$ cat src/rtl/mbx_pkg.sv
package mbx_pkg;

  localparam logic [15:0] OFS_TX_DATA = 16'h0000;
  localparam logic [15:0] OFS_TX_STAT = 16'h0004;
  localparam logic [15:0] OFS_RX_DATA = 16'h0008;
  localparam logic [15:0] OFS_RX_STAT = 16'h000C;
  localparam logic [1:0]  RESP_OKAY   = 2'b00;

  typedef enum logic [2:0] {
    SEL_TXD,
    SEL_TXS,
    SEL_RXD,
    SEL_RXS,
    SEL_NONE
  } reg_sel_e;

  // Address decode: anything not exactly one of the four offsets is unmapped.
  function automatic reg_sel_e decode_ofs(input logic [15:0] addr);
    reg_sel_e s;
    case (addr)
      OFS_TX_DATA: s = SEL_TXD;
      OFS_TX_STAT: s = SEL_TXS;
      OFS_RX_DATA: s = SEL_RXD;
      OFS_RX_STAT: s = SEL_RXS;
      default:     s = SEL_NONE;
    endcase
    return s;
  endfunction

  // Status word packing: occupancy high half, full at bit 8, empty at bit 0.
  function automatic logic [31:0] status_word(input logic [15:0] cnt,
                                              input logic full,
                                              input logic empty);
    return {cnt, 7'b0, full, 7'b0, empty};
  endfunction

  // Occupancy after one edge with the given accepted push/pop events.
  function automatic int unsigned count_step(input int unsigned cnt,
                                             input logic push,
                                             input logic pop);
    return cnt + (push ? 1 : 0) - (pop ? 1 : 0);
  endfunction

endpackage

$ cat src/rtl/mbx_fifo.sv
module mbx_fifo #(
  parameter int unsigned DEPTH = 16,
  parameter int unsigned W     = 8,
  localparam int unsigned PTR_W = (DEPTH > 1) ? $clog2(DEPTH) : 1,
  localparam int unsigned CNT_W = $clog2(DEPTH + 1)
) (
  input  logic             clk,
  input  logic             rst_n,
  input  logic             push,
  input  logic [W-1:0]     din,
  input  logic             pop,
  output logic [W-1:0]     dout,
  output logic [CNT_W-1:0] count,
  output logic             full,
  output logic             empty,
  output logic             push_done,
  output logic             pop_done
);
  import mbx_pkg::*;

  logic [W-1:0]     mem [DEPTH];
  logic [PTR_W-1:0] wptr_q, rptr_q;
  logic [CNT_W-1:0] cnt_q;

  function automatic logic [PTR_W-1:0] ptr_inc(input logic [PTR_W-1:0] p);
    return (p == PTR_W'(DEPTH - 1)) ? '0 : p + 1'b1;
  endfunction

  assign full      = (cnt_q == CNT_W'(DEPTH));
  assign empty     = (cnt_q == '0);
  assign push_done = push && !full;
  assign pop_done  = pop && !empty;
  assign dout      = mem[rptr_q];
  assign count     = cnt_q;

  always_ff @(posedge clk) begin
    if (push_done) mem[wptr_q] <= din;
  end

  always_ff @(posedge clk) begin
    if (!rst_n) begin
      wptr_q <= '0;
      rptr_q <= '0;
      cnt_q  <= '0;
    end else begin
      if (push_done) wptr_q <= ptr_inc(wptr_q);
      if (pop_done)  rptr_q <= ptr_inc(rptr_q);
      cnt_q <= CNT_W'(count_step(int'(cnt_q), push_done, pop_done));
    end
  end


  count_bound_chk: assert property (@(posedge clk) disable iff (!rst_n)
    cnt_q <= CNT_W'(DEPTH));


  flag_excl_chk: assert property (@(posedge clk) disable iff (!rst_n)
    $onehot0({full, empty}));


  drop_on_full_chk: assert property (@(posedge clk) disable iff (!rst_n)
    (push && full && !pop) |=> $stable(cnt_q) && full);


  no_pop_empty_chk: assert property (@(posedge clk) disable iff (!rst_n)
    (pop && empty && !push) |=> empty && $stable(rptr_q));

endmodule

$ cat src/rtl/mbx_axil_regs.sv
module mbx_axil_regs #(
  parameter int unsigned ADDR_W = 8,
  parameter int unsigned CNT_W  = 5
) (
  input  logic              clk,
  input  logic              rst_n,
  input  logic [ADDR_W-1:0] s_awaddr,
  input  logic              s_awvalid,
  output logic              s_awready,
  input  logic [31:0]       s_wdata,
  input  logic              s_wvalid,
  output logic              s_wready,
  output logic [1:0]        s_bresp,
  output logic              s_bvalid,
  input  logic              s_bready,
  input  logic [ADDR_W-1:0] s_araddr,
  input  logic              s_arvalid,
  output logic              s_arready,
  output logic [31:0]       s_rdata,
  output logic [1:0]        s_rresp,
  output logic              s_rvalid,
  input  logic              s_rready,
  output logic              tx_push,
  output logic [7:0]        tx_push_data,
  input  logic [CNT_W-1:0]  tx_count,
  input  logic              tx_full,
  input  logic              tx_empty,
  output logic              rx_pop,
  input  logic [7:0]        rx_head,
  input  logic [CNT_W-1:0]  rx_count,
  input  logic              rx_full,
  input  logic              rx_empty
);
  import mbx_pkg::*;

  logic        bvalid_q, rvalid_q;
  logic [31:0] rdata_q;
  logic        wr_hs, rd_hs;
  reg_sel_e    wsel, rsel;
  logic [31:0] rd_mux;
  logic [23:0] wdata_unused;

  assign wdata_unused = s_wdata[31:8];

  assign wsel = decode_ofs(16'(s_awaddr));
  assign rsel = decode_ofs(16'(s_araddr));

  // Write channel: address and data taken together, one response in flight.
  assign s_awready = s_awvalid && s_wvalid && !bvalid_q;
  assign s_wready  = s_awready;
  assign wr_hs     = s_awready;

  assign s_arready = !rvalid_q;
  assign rd_hs     = s_arvalid && s_arready;

  assign tx_push      = wr_hs && (wsel == SEL_TXD);
  assign tx_push_data = s_wdata[7:0];
  assign rx_pop       = rd_hs && (rsel == SEL_RXD) && !rx_empty;

  always_comb begin
    case (rsel)
      SEL_TXS: rd_mux = status_word(16'(tx_count), tx_full, tx_empty);
      SEL_RXS: rd_mux = status_word(16'(rx_count), rx_full, rx_empty);
      SEL_RXD: rd_mux = rx_empty ? 32'h0 : {24'h0, rx_head};
      default: rd_mux = 32'h0;
    endcase
  end

  always_ff @(posedge clk) begin
    if (!rst_n) begin
      bvalid_q <= 1'b0;
      rvalid_q <= 1'b0;
      rdata_q  <= '0;
    end else begin
      if (wr_hs)                      bvalid_q <= 1'b1;
      else if (bvalid_q && s_bready)  bvalid_q <= 1'b0;
      if (rd_hs) begin
        rvalid_q <= 1'b1;
        rdata_q  <= rd_mux;
      end else if (rvalid_q && s_rready) begin
        rvalid_q <= 1'b0;
      end
    end
  end

  assign s_bvalid = bvalid_q;
  assign s_bresp  = RESP_OKAY;
  assign s_rvalid = rvalid_q;
  assign s_rdata  = rdata_q;
  assign s_rresp  = RESP_OKAY;


  bvalid_hold_chk: assert property (@(posedge clk) disable iff (!rst_n)
    (s_bvalid && !s_bready) |=> s_bvalid && $stable(s_bresp));


  rvalid_hold_chk: assert property (@(posedge clk) disable iff (!rst_n)
    (s_rvalid && !s_rready) |=> s_rvalid && $stable(s_rdata));


  rx_pop_guard_chk: assert property (@(posedge clk) disable iff (!rst_n)
    rx_pop |-> s_arready && !rx_empty);

endmodule

$ cat src/rtl/byte_mailbox.sv
module byte_mailbox #(
  parameter int unsigned ADDR_W = 8,
  parameter int unsigned DEPTH  = 16,
  localparam int unsigned CNT_W = $clog2(DEPTH + 1)
) (
  input  logic              clk,
  input  logic              rst_n,
  input  logic [ADDR_W-1:0] s_awaddr,
  input  logic              s_awvalid,
  output logic              s_awready,
  input  logic [31:0]       s_wdata,
  input  logic              s_wvalid,
  output logic              s_wready,
  output logic [1:0]        s_bresp,
  output logic              s_bvalid,
  input  logic              s_bready,
  input  logic [ADDR_W-1:0] s_araddr,
  input  logic              s_arvalid,
  output logic              s_arready,
  output logic [31:0]       s_rdata,
  output logic [1:0]        s_rresp,
  output logic              s_rvalid,
  input  logic              s_rready,
  output logic [7:0]        tx_data,
  output logic              tx_valid,
  input  logic              tx_ready,
  input  logic [7:0]        rx_data,
  input  logic              rx_valid,
  output logic              rx_ready
);

  logic             tx_push, rx_pop;
  logic [7:0]       tx_push_data, rx_head;
  logic [CNT_W-1:0] tx_count, rx_count;
  logic             tx_full, tx_empty, rx_full, rx_empty;
  logic             tx_push_done, tx_pop_done, rx_push_done, rx_pop_done;

  mbx_axil_regs #(.ADDR_W(ADDR_W), .CNT_W(CNT_W)) regs_i (
    .clk(clk), .rst_n(rst_n),
    .s_awaddr(s_awaddr), .s_awvalid(s_awvalid), .s_awready(s_awready),
    .s_wdata(s_wdata), .s_wvalid(s_wvalid), .s_wready(s_wready),
    .s_bresp(s_bresp), .s_bvalid(s_bvalid), .s_bready(s_bready),
    .s_araddr(s_araddr), .s_arvalid(s_arvalid), .s_arready(s_arready),
    .s_rdata(s_rdata), .s_rresp(s_rresp), .s_rvalid(s_rvalid), .s_rready(s_rready),
    .tx_push(tx_push), .tx_push_data(tx_push_data), .tx_count(tx_count),
    .tx_full(tx_full), .tx_empty(tx_empty),
    .rx_pop(rx_pop), .rx_head(rx_head), .rx_count(rx_count),
    .rx_full(rx_full), .rx_empty(rx_empty)
  );

  mbx_fifo #(.DEPTH(DEPTH), .W(8)) tx_fifo_i (
    .clk(clk), .rst_n(rst_n),
    .push(tx_push), .din(tx_push_data),
    .pop(tx_ready), .dout(tx_data),
    .count(tx_count), .full(tx_full), .empty(tx_empty),
    .push_done(tx_push_done), .pop_done(tx_pop_done)
  );

  mbx_fifo #(.DEPTH(DEPTH), .W(8)) rx_fifo_i (
    .clk(clk), .rst_n(rst_n),
    .push(rx_valid), .din(rx_data),
    .pop(rx_pop), .dout(rx_head),
    .count(rx_count), .full(rx_full), .empty(rx_empty),
    .push_done(rx_push_done), .pop_done(rx_pop_done)
  );

  assign tx_valid = !tx_empty;
  assign rx_ready = !rx_full;


  tx_hold_chk: assert property (@(posedge clk) disable iff (!rst_n)
    (tx_valid && !tx_ready) |=> tx_valid && $stable(tx_data));


  rx_accept_chk: assert property (@(posedge clk) disable iff (!rst_n)
    rx_push_done |-> rx_valid && rx_ready);


  tx_both_chk: assert property (@(posedge clk) disable iff (!rst_n)
    (tx_push_done && tx_pop_done) |=> $stable(tx_count));


  rx_both_chk: assert property (@(posedge clk) disable iff (!rst_n)
    (rx_push_done && rx_pop_done) |=> $stable(rx_count));

endmodule

$ cat config.mk
export PLATFORM = sky130hd
export DESIGN_NAME = byte_mailbox
export DESIGN_NICKNAME = d
export VERILOG_FILES = /design/src/rtl/mbx_pkg.sv /design/src/rtl/mbx_fifo.sv /design/src/rtl/mbx_axil_regs.sv /design/src/rtl/byte_mailbox.sv
export SDC_FILE = /design/constraint.sdc
export NUM_CORES = 1
export LEC_CHECK = 0
export BUFFER_PORTS_ARGS = -buffer_cell sky130_fd_sc_hd__buf_2
export CORE_MARGIN = 3
export CORE_UTILIZATION = 40
export CTS_BUF_LIST = sky130_fd_sc_hd__clkbuf_2 sky130_fd_sc_hd__clkbuf_4 sky130_fd_sc_hd__clkbuf_8
export CTS_CLUSTER_DIAMETER = 80
export DETAILED_ROUTE_END_ITERATION = 8
export PLACE_DENSITY = 0.6
export SYNTH_ARGS = -nofsm -noshare
export SYNTH_HDL_FRONTEND = slang
export SYNTH_SLANG_ARGS = --single-unit
$ cat constraint.sdc
create_clock -name clk -period 3.8 [get_ports clk]
set_input_delay 0 -clock clk [delete_from_list [all_inputs] [get_ports clk]]
set_output_delay 0 -clock clk [all_outputs]
set_load 0.05 [all_outputs]
Word level (Yosys, flattened, before mapping)
Memory sizes are Yosys's and may differ from the RTL's. A register that Yosys moved wholly into a read port is not among the register bits.
Index checks and enable logic that the tools add are counted.
Word-level totals
  output and inout port bits: 51
  bits in read-only memories: 0
  memories: 2
  latch bits: 0
  flip-flop bits (word level): 60
  memory bits (writable): 256
Memory list
  rx_fifo_i.mem: words 16, bits a word 8, read ports 1, clocked after Yosys merged registers in 1, write ports 1, RTL line mbx_fifo.sv:21  | logic [W-1:0] mem [DEPTH];
  tx_fifo_i.mem: words 16, bits a word 8, read ports 1, clocked after Yosys merged registers in 1, write ports 1, RTL line mbx_fifo.sv:21
Operators by class
  reduce and logical (&&, ||, !) cells: 25
  muxes and demuxes: 24
  equality and inequality tests: 15
  div/mod/pow operators: 0
  $mul: 0
  bitwise operators: 0
  shifts and indexed selects: 0
  order comparisons: 0
  add/subtract/negate cells: 8
Operators with widths (count)
  $pmux W32 S3: 1
  $eq A8 B4 Y1 const B: 4
  $mux W4: 8
  $pmux W3 S4: 2
  $add A4 B1 Y4 const B: 4
  $eq A4 B4 Y1 const B: 4
  $eq A8 B3 Y1 const B: 2
  $logic_not A8 Y1: 2
  $logic_and A1 B1 Y1: 12
  $mux W1: 12
  $add A5 B5 Y5: 2
  $eq A5 B5 Y1 const B: 2
  $logic_not A5 Y1: 2
  $sub A5 B5 Y5: 2
  $mux W8: 1
  $eq A3 B2 Y1 const B: 2
  $logic_not A1 Y1: 6
  $reduce_bool A2 Y1: 2
  $eq A3 B1 Y1 const B: 1
  $logic_not A3 Y1: 1

Longest topological paths before layout
  word-level depth: 8
  mapped depth: 16
  gate-level depth less buffers: 16

By module
From an unflattened synthesis, not the netlist that was laid out.
Second synthesis, totals
  cells, all modules: 733
  area total of the unflattened synthesis: 12585.8 µm²
By module, submodules not included
  mbx_fifo (tx_fifo_i): times used 1, seq. area each 4184.0 µm², cells each 312, area an instance 5818.1 µm²
  mbx_fifo (rx_fifo_i): times used 1, seq. area each 4184.0 µm², cells each 312, area an instance 5795.6 µm²
  mbx_axil_regs: times used 1, seq. area each 320.3 µm², cells each 107, area an instance 964.7 µm²
  byte_mailbox: times used 1, seq. area each 0.0 µm², cells each 2, area an instance 7.5 µm²

Least setup slack after synthesis
OpenSTA, ideal clock, no wires.
  path kind: reg-to-reg
  start: reg tx_fifo_i.cnt_q[3], in the netlist tx_fifo_i.count[3]
  end: reg tx_fifo_i.cnt_q[4], in the netlist tx_fifo_i.count[4]
  clock period less this slack: 3.343 ns
  data required time: 3.684 ns
  slack: 0.457 ns
  stages on the path, launching flop included: 14
  arrival: 3.227 ns
  library setup time: 0.116 ns
  path through: dfxtp_1 > inv_1 > ha_1 > or4b_1 > and2_1 > clkbuf_1 > ha_1 > inv_1 > ha_1 > fa_1 > a21oi_1 > nor2_1 > or3_1 > and3_1
On the way
  elaborated cells on any way between the ends: 10
  classes of those cells: add/sub (2); eq/ne (1); mux (2); reduce/logical (5)
RTL lines
  start: declaration: RTL line mbx_fifo.sv:23  | logic [CNT_W-1:0] cnt_q;
  start signal: assignment: RTL line mbx_fifo.sv:48  | cnt_q <= CNT_W'(count_step(int'(cnt_q), push_done, pop_done));
  $logic_not A5 Y1: RTL line mbx_fifo.sv:30  | assign empty = (cnt_q == '0);
  $logic_not A1 Y1
  net tx_valid: RTL line byte_mailbox.sv:25  | output logic tx_valid,
  $logic_and A1 B1 Y1: RTL line mbx_fifo.sv:32  | assign pop_done = pop && !empty;
  net tx_fifo_i.pop_done: RTL line mbx_fifo.sv:17  | output logic pop_done
  $mux W1: RTL line mbx_pkg.sv:41  | return cnt + (push ? 1 : 0) - (pop ? 1 : 0);
  $sub A5 B5 Y5: RTL line mbx_pkg.sv:41
The timed path passes the listed nets, and every way through them passes these cells.
A chain may end at the register's enable or synchronous reset.

Worst setup path in the final report
  start: reg regs_i.rvalid_q, in the netlist regs_i.s_rvalid
  end: reg rx_fifo_i.cnt_q[4], in the netlist rx_fifo_i.count[4]
On the way
  cells in the longest elaborated chain, start to end: 7
RTL lines
  start: declaration: RTL line mbx_axil_regs.sv:36  | logic bvalid_q, rvalid_q;
  start signal: assignment: RTL line mbx_axil_regs.sv:72  | rvalid_q <= 1'b0;
  start signal: assignment: RTL line mbx_axil_regs.sv:78  | rvalid_q <= 1'b1;
  start signal: assignment: RTL line mbx_axil_regs.sv:81  | rvalid_q <= 1'b0;
  $logic_not A1 Y1: RTL line mbx_axil_regs.sv:53  | assign s_arready = !rvalid_q;
  $logic_and A1 B1 Y1: RTL line mbx_axil_regs.sv:54  | assign rd_hs = s_arvalid && s_arready;
  $logic_and A1 B1 Y1 (2 in a row): RTL line mbx_axil_regs.sv:58  | assign rx_pop = rd_hs && (rsel == SEL_RXD) && !rx_empty;
  $logic_and A1 B1 Y1: RTL line mbx_fifo.sv:32
  $mux W1: RTL line mbx_pkg.sv:41
  $sub A5 B5 Y5: RTL line mbx_pkg.sv:41
  end signal: assignment: RTL line mbx_fifo.sv:48
  end: declaration: RTL line mbx_fifo.sv:23
No other way between the ends.

==> flow_metrics.env <==
export IMPL_ctsResizeCount=0
export IMPL_clock_latency_ns=0.59
export IMPL_drive_above_1_share=0.299
export IMPL_synth_most_common_cell="edfxtp_1"
export IMPL_overflow=0
export IMPL_vias_per_cell=4.95
export IMPL_setup_violations=0
export IMPL_h_tree_depth=2
export IMPL_postCtsSetupRepairBufs=0
export IMPL_grt_pass1_wl_um=37600
export IMPL_drt_iter0_markers=321
export IMPL_area_delta_synth_final_pct=17.5
export IMPL_arrival_ns=3.83
export IMPL_die_area_mm2=0.0332
export IMPL_cts_root_buf="clkbuf_8"
export IMPL_p_clk_frac=0.362
export IMPL_maxCapViolations=0
export IMPL_hold_violations=0
export IMPL_place_inst=1165
export IMPL_cts_buffers=49
export IMPL_grt_setup_unrepaired="no"
export IMPL_p_per_area_mw_per_mm2=537
export IMPL_synth_avg_cell_area_um2=17.5
export IMPL_end_kind="register"
export IMPL_reg2reg_setup_slack_ns=0.42
export IMPL_placedInstanceArea_mm2=0.0133
export IMPL_yosys_top_cells_count="256 x edfxtp_1, 70 x mux4_2, 50 x dfxtp_1, 41 x nand2_1, 26 x inv_1"
export IMPL_regArea_mm2=0.00869
export IMPL_synth_edf_count=256
export IMPL_ant_nets=0
export IMPL_fin_crit_ns=3.38
export IMPL_fin_ws_ns=0.425
export IMPL_finalPower_mw=7.85
export IMPL_grt_start_max_net_pins=38
export IMPL_multi_input_area_mm2=0.00342
export IMPL_grt_pass1_vias=6780
export IMPL_hp_class="in2reg"
export IMPL_max_freq_mhz=296
export IMPL_setup_tns_ns=0
export IMPL_row_count=63
export IMPL_worstSetupStartpointType="register"
export IMPL_fin_crit_sh=0.888
export IMPL_power_frac_comb=0.150
export IMPL_post_place_ws_ns=0.705
export IMPL_core_mm2=0.0301
export IMPL_slew_headroom=0.286
export IMPL_die_h_um=182
export IMPL_p_sw_mw=2.02
export IMPL_cts_max_path_buffers=3
export IMPL_path_clk_slew_ns=0.06
export IMPL_fin_cells=1287
export IMPL_drcViolationCount=0
export IMPL_synthArstFlopShare=0
export IMPL_globalplace_congestion=0.732
export IMPL_n_fill_cell=2558
export IMPL_p_sw_frac=0.257
export IMPL_ios=116
export IMPL_p_int_mw=5.83
export IMPL_synth_ff_type="edfxtp_1"
export IMPL_fin_area_mm2=0.0146
export IMPL_fp_dieW_um=182
export IMPL_io_buffers=69
export IMPL_p_seq_frac=0.488
export IMPL_cts_tree="done"
export IMPL_grt_use_total=0.144
export IMPL_worstSetupPathType="reg2reg"
export IMPL_power_leakage_nw=5.01
export IMPL_synth_area_leader_cell="edfxtp_1"
export IMPL_cp_required_ns=4.26
export IMPL_synth_top_cell_area_share=0.618
export IMPL_dr_pass1_iters=5
export IMPL_vdd_drop_max_mv=0.292
export IMPL_cp_max_fo=5
export IMPL_vias=6366
export IMPL_wire_per_inst_um=18.3
export IMPL_status="finished, final reports clean"
export IMPL_synth_cells=712
export IMPL_cts_sinks=306
export IMPL_dp_hpwl_um=16000
export IMPL_ys_seq_area_frac=0.699
export IMPL_yosysWarnings=0
export IMPL_grt_antenna_before_repair=0
export IMPL_ys_types=50
export IMPL_drv_slew=0
export IMPL_ys_top_cells_by_area="edfxtp_1 62%, mux4_2 13%, dfxtp_1 8.0%, ha_1 2.2%, buf_4 1.4%"
export IMPL_finalWirelength_um=23600
export IMPL_diodes=0
export IMPL_nets=945
export IMPL_fin_worst_skew_ns=0.0465
export IMPL_tightest_slew_ns=1.06
export IMPL_start_util=0.413
export IMPL_netlist_area_mm2=0.0124
export IMPL_synth_seq_cells=306
routing by layer:
metal	wire [um]	track usage
met1	10200	0.184
met2	12100	0.250
met3	870	0.0263
met4	470	0.0433
met5	0	0
cells by family after synthesis:
| kind of cell | Yosys count | share of synthesized area |
|---|---|---|
| xor+xnor | 10 | 0.00704 |
| fa+ha+maj | 24 | 0.0254 |
| flops | 306 | 0.699 |
| compound gates | 59 | 0.0331 |
| other cells | 1 | 0.000302 |
| simple gates | 143 | 0.0630 |
| buf+inv | 84 | 0.0336 |
| mux | 85 | 0.139 |
worst paths after layout:
check / from / to / cells after the start
setup / recovery: regs_i.s_rvalid / rx_fifo_i.count[4] / 15
hold / removal: s_araddr[1] / regs_i.s_rdata[16] / 5
setup reg to reg: regs_i.s_rvalid / rx_fifo_i.count[4] / 15
hold reg to reg: regs_i.s_rdata[5] / regs_i.s_rdata[5] / 1
cell usage in the layout, fill, tap and decap left out, types with 8 or more instances in the layout:
master	netlist	routed
edfxtp_1	256	256
mux4_2	70	70
buf_2	10	69
clkbuf_8	0	56
dfxtp_1	50	48
nand2_1	41	41
dlygate4sd3_1	0	30
buf_4	24	29
inv_1	26	26
and2_1	24	24
ha_1	22	22
conb_1	1	22
clkbuf_4	0	22
nor2_1	18	18
mux2i_1	14	14
a22oi_1	14	14
o21ai_0	13	13
nor3_1	10	10
nor2b_1	8	8
a21oi_1	8	8
worst max-delay path: stages (launching register included):
cell and delay [ns]:
dfxtp_1 0.33, nand2b_1 0.26, nor4_4 0.33, dlygate4sd3_1 0.67, nand2_2 0.11, inv_1 0.14
ha_1 0.24, inv_1 0.06, ha_1 0.15, inv_1 0.06, fa_1 0.43, inv_1 0.07
a21oi_1 0.05, nor2_1 0.11, o21ai_0 0.08, and3_1 0.17
metrics by stage:
stage | hold WS, ns | util
CTS | 0.0101 | 0.485
floorplan | 0.0989 | -
detailed placement | 0.261 | 0.441
finish | 0.0361 | 0.485
global route | 0.0577 | 0.485
global placement | 0.260 | 0.441
area by class of cell:
class / count / share of cell area
multi-input combinational: 343 / 0.234
sequential: 306 / 0.595
clock inverter: 14 / 0.00642
clock buffer: 78 / 0.0640
timing repair buffer: 129 / 0.0604
inverter: 27 / 0.00693
tap: 390 / 0.0334
state kept, by name, summed over array words and instances, names as in the netlist, named ones only:
signal	cells
tx_fifo_i.mem	128
tx_fifo_i.rptr_q	4
rx_fifo_i.count	5
rx_fifo_i.wptr_q	4
rx_fifo_i.mem	128
tx_fifo_i.wptr_q	4
regs_i.s_bvalid	1
tx_fifo_i.count	5
rx_fifo_i.rptr_q	4
regs_i.s_rdata	14
regs_i.s_rvalid	1
power by group through the flow:
stage                     Sequential [mW]  Combinational [mW]  Clock, mW
after global placement               3.90                1.15          0
after global routing                 3.85                1.29       3.10
final                                3.83                1.17       2.84
after CTS                            3.84                1.19       2.93
after floorplan                      3.86               0.918          0
after detailed placement             3.91                1.16          0
timing repair:
action,4_1_cts,5_1_grt
endpoints found under the setup margin,0,0
hold endpoints to repair,296,0
hold buffers,30,0
Power figures use the tool's default switching activity.
